$ cat src/rtl/evring_producer.sv
module evring_producer #(
  parameter int DEPTH  = 8,
  parameter int WORD_W = 32,
  localparam int IDX_W = (DEPTH > 1) ? $clog2(DEPTH) : 1
) (
  input  logic              clk,
  input  logic              rst_n,
  input  logic              ev_valid,
  output logic              ev_ready,
  input  logic [WORD_W-1:0] ev_word,
  output logic              mem_req,
  output logic [IDX_W-1:0]  mem_slot,
  output logic [WORD_W-1:0] mem_word,
  input  logic              mem_ack,
  input  logic              host_wp_we,
  input  logic [IDX_W-1:0]  host_wp,
  output logic              irq_pulse,
  output logic [IDX_W-1:0]  dev_rp,
  output logic [IDX_W-1:0]  dev_wp
);

  typedef enum logic [1:0] {ST_IDLE, ST_WRITE, ST_NOTIFY} st_t;

  st_t              st;
  logic [IDX_W-1:0] rp_q, wp_q;
  logic [WORD_W-1:0] word_q;
  logic [IDX_W-1:0] rp_inc;

  assign rp_inc    = (rp_q == IDX_W'(DEPTH - 1)) ? '0 : rp_q + 1'b1;
  assign ev_ready  = (st == ST_IDLE) && (rp_q != wp_q);
  assign mem_req   = (st == ST_WRITE);
  assign mem_slot  = rp_q;
  assign mem_word  = word_q;
  assign irq_pulse = (st == ST_NOTIFY);
  assign dev_rp    = rp_q;
  assign dev_wp    = wp_q;

  always_ff @(posedge clk) begin
    if (!rst_n) begin
      st     <= ST_IDLE;
      rp_q   <= '0;
      wp_q   <= IDX_W'(DEPTH - 1);
      word_q <= '0;
    end else begin
      if (host_wp_we) wp_q <= host_wp;
      unique case (st)
        ST_IDLE: if (ev_valid && ev_ready) begin
          word_q <= ev_word;
          st     <= ST_WRITE;
        end
        ST_WRITE: if (mem_ack) begin
          rp_q <= rp_inc;
          st   <= ST_NOTIFY;
        end
        default: st <= ST_IDLE;
      endcase
    end
  end

endmodule

$ cat config.mk
export PLATFORM = sky130hd
export DESIGN_NAME = evring_producer
export DESIGN_NICKNAME = d
export VERILOG_FILES = /design/src/rtl/evring_producer.sv
export SDC_FILE = /design/constraint.sdc
export NUM_CORES = 1
export LEC_CHECK = 0
export BUFFER_PORTS_ARGS = -buffer_cell sky130_fd_sc_hd__buf_2
export CORE_MARGIN = 4
export CORE_UTILIZATION = 40
export DETAILED_ROUTE_END_ITERATION = 16
export PLACE_DENSITY = 0.69
export SLEW_MARGIN = 5
export SYNTH_ARGS = -nofsm -noshare
export SYNTH_HDL_FRONTEND = slang
export SYNTH_SLANG_ARGS = --single-unit
$ cat constraint.sdc
create_clock -name clk -period 2.3 [get_ports clk]
set_input_delay 0.23 -clock clk [delete_from_list [all_inputs] [get_ports clk]]
set_output_delay 0.23 -clock clk [all_outputs]
set_load 0.02 [all_outputs]
==> run_results.csv, run 1 <==
group,metric,value,unit
timing,period_share,72.8,%
clock_tree,cts_root_buffer,"sky130_fd_sc_hd__clkbuf_8",
floorplan,die-area,0.00536,mm2
routing,route.detailed.vias_per_inst,4.54,
routing,wl_per_cell,11.7,um
critical_path,cp_max_fo,23,
placed_design,portBuffers,83,
critical_path,r2r_slack,630,ps
synthesis,synth.yosys.seq_area_share,47.1,%
timing,report.final.setup_viol,0,
hold_path,hp-class,"in -> reg",
clock_tree,cts.clk_slew.worst_paths,70,ps
synthesis,synthDistinctLibCells,23,
routing,routed_wirelength,3630,um
timing,rsz0062_at_grt,"no",
global_route,globalRouteTotalUtil,14.3,%
floorplan,start_util,41.9,%
clock_tree,h-tree-depth,2,
global_route,grt_max_degree,29,
timing,timing.slew.headroom,68.7,%
synthesis,avgSynthCellArea,9.34,um2
floorplan,die_height,73.2,um
routing,vias,1411,
final_layout,final_cell_count_no_fill,311,
timing,slew_viol_final,0,
power,cellPowerDensity,701,mW/mm2
power,share_comb_of_total_power,18.4,%
critical_path,critPathCaptureType,"register",
clock_tree,cts_resized,0,
global_route,gr-total-overflow,0,
synthesis,yosysWarningCount,0,
critical_path,critPathArrivalTime,1890,ps
clock_tree,latest_clock_arrival_within_the_worst_skew_pair,280,ps
floorplan,rows,23,
global_route,grt_antenna_before_repair,0,
power,p_leak,1.13,nW
power,pwr-share-clk,31.6,%
power,power.switching_fraction,26.7,%
synthesis,postSynthNetCount,224,
timing,setup_total_negative_slack,0,ps
synthesis,synth_seq_cells,40,
clock_tree,cts.sink_count,40,
placed_design,finalWeightedCongestion,0.830,
global_route,grt_first_pass_wirelength,5910,um
timing,timing.fmax,597,MHz
routing,drt_iter0_markers,49,
critical_path,setup_crit_start_kind,"register",
job,drv.max_cap_violation_count,0,
synthesis,gate_count_after_technology_mapping,182,
timing,skew,4.22,ps
run_status,outcome,"finished clean",
floorplan,die-width,73.2,um
routing,drtPass1Iterations,4,
power,power_report.internal_total,1.13,mW
floorplan,standard_cell_core_area,0.00406,mm2
synthesis,mappedNetlistArea,0.00170,mm2
timing,layout_min_cycle_time,1670,ps
power,total_switching_power,0.411,mW
critical_path,worst-endpoint-required,2510,ps
power,maximum_vdd_drop,0.000378,V
clock_tree,tritoncts,"done",
routing,antenna_violating_nets_post_route,0,
final_layout,drive_above_1_share,37.2,%
clock_tree,ctsHoldBuffers,0,
clock_tree,tritoncts.num_buffers,5,
final_layout,finish.net_count,303,
routing,drc,0,
placed_design,numPlacedInstances,304,
timing,timing_hold_violations_final,0,
placed_design,hpwl,2730,um
power,p_seq_share,50.0,%
final_layout,antenna_cells,0,
floorplan,top_level_ports,84,
clock_tree,cts_max_path_bufs,2,
clock_tree,cts_post_setup_buffers_inserted,0,
critical_path,path_class,"reg -> reg",
final_layout,area.growth.synth_to_final,29.0,%
global_route,vias_in_the_first_global_route,1301,
timing,worst-slew-pin-transition,463,ps
[synth_stat cells]
cell | number | area share (%)
sky130_fd_sc_hd__nand3b_1 | 1 | 0.44
sky130_fd_sc_hd__inv_1 | 2 | 0.44
sky130_fd_sc_hd__a21oi_1 | 2 | 0.59
sky130_fd_sc_hd__nor2_1 | 4 | 0.88
sky130_fd_sc_hd__xor2_1 | 3 | 1.5
sky130_fd_sc_hd__dfxtp_1 | 40 | 47
sky130_fd_sc_hd__ha_1 | 2 | 1.5
sky130_fd_sc_hd__buf_12 | 3 | 3.5
sky130_fd_sc_hd__o311a_1 | 1 | 0.59
sky130_fd_sc_hd__nand2b_1 | 1 | 0.37
sky130_fd_sc_hd__o311ai_0 | 1 | 0.52
sky130_fd_sc_hd__buf_6 | 1 | 0.66
sky130_fd_sc_hd__o31a_2 | 1 | 0.59
sky130_fd_sc_hd__buf_2 | 1 | 0.29
sky130_fd_sc_hd__or3b_2 | 1 | 0.52
sky130_fd_sc_hd__or3_1 | 1 | 0.37
sky130_fd_sc_hd__a211oi_1 | 1 | 0.44
sky130_fd_sc_hd__nand2_1 | 69 | 15
sky130_fd_sc_hd__clkbuf_1 | 6 | 1.3
sky130_fd_sc_hd__buf_4 | 3 | 1.3
sky130_fd_sc_hd__nor2b_1 | 1 | 0.37
sky130_fd_sc_hd__buf_1 | 1 | 0.22
sky130_fd_sc_hd__mux2i_1 | 36 | 21
[flip-flops by register name (all words and copies together), names as in the netlist]
register,flops
dev_rp,3
dev_wp,3
st,2
mem_word,32
[stage by stage]
stage | worst slack (ps) | cell area [um2] | utilization (%) | power, mW | hold slack, ps
after global routing | 483 | 2190 | 54.1 | 1.61 | 175
final | 626 | 2190 | 54.1 | 1.54 | 164
after CTS | 611 | 2190 | 54.1 | 1.56 | 159
after floorplan | 804 | 1700 | - | 0.983 | 358
after global placement | 676 | 2100 | 51.7 | 1.07 | 442
after detailed placement | 622 | 2100 | 51.7 | 1.07 | 447
[layer usage]
layer | up-vias | share of wire (%) | GRT usage [%]
met4 | 0 | 1.5 | 5.53
met2 | 62 | 39 | 19.4
met5 | - | 0 | 0
met1 | 597 | 49 | 19.7
met3 | 7 | 11 | 6.20
li1 | 745 | - | -
[path summary, 6_finish.rpt]
check	to	cells past startpoint	startpoint
worst max register to register	mem_word[16]	4	dev_rp[2]
worst min register to register	mem_word[14]	2	mem_word[14]
worst max-delay path	mem_word[16]	4	dev_rp[2]
worst min-delay path	dev_wp[2]	3	host_wp[2]
[placed cells by master (no fill, tap or decap)]
cell                       count
sky130_fd_sc_hd__a211oi_1      1
sky130_fd_sc_hd__a21oi_1       2
sky130_fd_sc_hd__buf_12        1
sky130_fd_sc_hd__buf_2        83
sky130_fd_sc_hd__buf_4         3
sky130_fd_sc_hd__clkbuf_8      7
sky130_fd_sc_hd__dfxtp_1      40
sky130_fd_sc_hd__ha_1          2
sky130_fd_sc_hd__inv_1         2
sky130_fd_sc_hd__mux2i_1      36
sky130_fd_sc_hd__nand2_1      69
sky130_fd_sc_hd__nand2b_1      1
sky130_fd_sc_hd__nand3b_1      1
sky130_fd_sc_hd__nor2_1        4
sky130_fd_sc_hd__nor2b_1       1
sky130_fd_sc_hd__o311a_2       1
sky130_fd_sc_hd__o311ai_0      1
sky130_fd_sc_hd__o31a_2        1
sky130_fd_sc_hd__or3_1         1
sky130_fd_sc_hd__or3b_2        1
sky130_fd_sc_hd__xor2_1        3
[logic make-up after synthesis]
logic type      Yosys count  synth area share [%]
simple gates             78                  18.2
compound gates            6                  2.72
fa+ha+maj                 2                  1.47
xor+xnor                  3                  1.55
mux                      36                  21.2
flops                    40                  47.1
buf+inv                  17                  7.80
[power groups by stage]
stage	Combinational (mW)	Clock [mW]	Sequential, mW
global route	0.311	0.528	0.776
floorplan	0.145	0	0.838
detailed placement	0.288	0	0.783
global placement	0.283	0	0.784
finish	0.283	0.485	0.769
CTS	0.288	0.505	0.769
[critical path: stages (launching register included)]
cell and delay [ps]:
sky130_fd_sc_hd__dfxtp_1 440, sky130_fd_sc_hd__xor2_1 260, sky130_fd_sc_hd__o311a_2 450, sky130_fd_sc_hd__buf_12 250, sky130_fd_sc_hd__mux2i_1 200
[final cells by class]
| class | instances | area (um2) |
|---|---|---|
| clock buffer | 7 | 96.3 |
| fill | 391 | 1860 |
| inverter | 2 | 7.51 |
| multi-input combinational | 125 | 768 |
| sequential | 40 | 801 |
| tap | 50 | 62.6 |
| timing repair buffer | 87 | 458 |
(Power assumes the default switching activity.)
==> inputs of run 2 (changes only) <==
==> constraint.sdc (replaced) <==
create_clock -name clk -period 1.6 [get_ports clk]
set_input_delay 0.16 -clock clk [delete_from_list [all_inputs] [get_ports clk]]
set_output_delay 0.16 -clock clk [all_outputs]
set_load 0.02 [all_outputs]
==> run_results.csv, run 2 (synthesized netlist as in run 1, its figures left out) <==
group,metric,value,unit
floorplan,die-area,0.00536,mm2
floorplan,top_level_ports,84,
hold_path,hold_path_end,"dev_wp[0]",
final_layout,finish.net_count,304,
clock_tree,tritoncts,"done",
power,p_seq_share,52.2,%
floorplan,standard_cell_core_area,0.00406,mm2
timing,period_share,92.3,%
critical_path,cp_max_fo,5,
hold_path,min_from,"host_wp[0]",
final_layout,final_core_utilization,53.6,%
timing,setup_total_negative_slack,0,ps
placed_design,hpwl,2680,um
final_layout,antenna_cells,0,
final_layout,drive_above_1_share,37.0,%
final_layout,seqCellArea,801,um2
critical_path,setup_crit_start_kind,"register",
critical_path,worst_r2r_endpoint,"mem_word[22]",
clock_tree,cts_post_setup_buffers_inserted,0,
power,power.switching_fraction,27.6,%
routing,vias,1424,
power,total_switching_power,0.583,mW
critical_path,critPathArrivalTime,1320,ps
placed_design,portBuffers,83,
routing,route.detailed.vias_per_inst,4.56,
clock_tree,cts.clk_slew.worst_paths,70,ps
hold_path,whs_path_depth,3,
final_layout,multi_input_area,768,um2
floorplan,die-width,73.2,um
routing,wl_per_cell,11.3,um
clock_tree,cts_max_path_bufs,2,
routing,drt_iter0_markers,32,
run_status,outcome,"finished clean",
critical_path,path_class,"reg -> out",
clock_tree,ctsHoldBuffers,0,
routing,drc,0,
power,maximum_vdd_drop,0.000616,V
power,p_leak,1.13,nW
timing,report.final.setup_viol,0,
global_route,globalRouteTotalUtil,13.8,%
global_route,grt_first_pass_wirelength,5890,um
clock_tree,cts_root_buffer,"sky130_fd_sc_hd__clkbuf_8",
critical_path,worst-endpoint-required,1440,ps
routing,drtPass1Iterations,4,
final_layout,final_cell_count_no_fill,312,
timing,timing.fmax,677,MHz
clock_tree,h-tree-depth,2,
clock_tree,tritoncts.num_buffers,5,
final_layout,final_common_cell,"sky130_fd_sc_hd__buf_2",
placed_design,finalWeightedCongestion,0.815,
power,pwr-share-clk,28.6,%
clock_tree,latest_clock_arrival_within_the_worst_skew_pair,280,ps
global_route,grt_antenna_before_repair,0,
global_route,grt_max_degree,29,
timing,worst-slew-pin-transition,302,ps
critical_path,reg2reg_depth,4,
floorplan,start_util,41.9,%
global_route,gr-total-overflow,0,
placed_design,dpl-instance-area,0.00209,mm2
critical_path,regToRegStartpoint,"dev_rp[0]",
job,drv.max_cap_violation_count,0,
final_layout,largest_reg_flops,32,
timing,timing.slew.headroom,79.6,%
final_layout,area.growth.synth_to_final,27.8,%
power,cellPowerDensity,972,mW/mm2
placed_design,numPlacedInstances,305,
timing,rsz0062_at_grt,"no",
final_layout,num-fill-cells,368,
final_layout,mostFrequentLayoutCells,"83 x sky130_fd_sc_hd__buf_2, 69 x sky130_fd_sc_hd__nand2_1, 40 x sky130_fd_sc_hd__dfxtp_1",
timing,timing_hold_violations_final,0,
routing,antenna_violating_nets_post_route,0,
critical_path,r2r_slack,150,ps
final_layout,final_area,0.00217,mm2
timing,skew,6.21,ps
routing,routed_wirelength,3520,um
hold_path,hp-class,"in -> reg",
timing,slew_viol_final,0,
critical_path,critPathCaptureType,"output port",
floorplan,rows,23,
global_route,vias_in_the_first_global_route,1399,
floorplan,die_height,73.2,um
power,share_comb_of_total_power,19.2,%
clock_tree,cts.sink_count,40,
power,power_report.internal_total,1.53,mW
timing,layout_min_cycle_time,1480,ps
==> run 2: worst max-delay path by stage <==
stage | endpoint | startpoint | slack (ps) | cells after the start
floorplan | mem_word[0] | dev_rp[2] | 100 | 5
CTS | mem_word[22] | dev_rp[0] | 60 | 4
global placement | mem_word[1] | dev_rp[2] | 170 | 4
finish | ev_ready | dev_rp[2] | 120 | 3
global route | mem_word[7] | dev_rp[0] | 30 | 4
detailed placement | mem_word[22] | dev_rp[0] | 60 | 4
==> run 2: critical path, stage by stage (launching register included) <==
cell and delay, ps:
sky130_fd_sc_hd__dfxtp_1 410, sky130_fd_sc_hd__xor2_1 120, sky130_fd_sc_hd__o31a_2 350, sky130_fd_sc_hd__buf_2 160
==> run 2: metrics by stage <==
| stage | power, mW | worst slack [ps] | hold WS, ps |
|---|---|---|---|
| 2_1_floorplan | 1.41 | 104 | 288 |
| 3_3_place_gp | 1.53 | 166 | 381 |
| 3_5_place_dp | 1.53 | 60.7 | 383 |
| 4_1_cts | 2.15 | 63.2 | 82.7 |
| 5_1_grt | 2.23 | 31.6 | 101 |
| 6_report | 2.11 | 124 | 96.6 |
==> run 2: power groups by stage <==
stage | combinational, mW | clock, mW | sequential (mW)
after floorplan | 0.209 | 0 | 1.20
after global placement | 0.405 | 0 | 1.12
after detailed placement | 0.410 | 0 | 1.12
after CTS | 0.410 | 0.638 | 1.10
after global routing | 0.449 | 0.666 | 1.11
final | 0.405 | 0.605 | 1.10
==> run 2: metal layers <==
metal / vias to the layer above / GRT usage, % / routed length, um
met5: - / 0 / 0
met4: 0 / 6.15 / 31
met3: 4 / 5.51 / 428
met2: 63 / 20.4 / 1500
met1: 613 / 17.7 / 1570
li1: 744 / - / -
==> run 2: timing repair <==
action | 4_1_cts | 5_1_grt
setup endpoints to repair | 0 | 10
hold endpoints to repair | 0 | 0
gates resized for setup | 0 | 1
==> run 2: final cells by class <==
class / instances / area share [%]
Tap cell: 50 / 2.88
Inverter: 2 / 0.345
Timing Repair Buffer: 88 / 21.0
Multi-Input combinational cell: 125 / 35.3
Clock buffer: 6 / 3.34
Clock inverter: 1 / 0.230
Sequential cell: 40 / 36.8
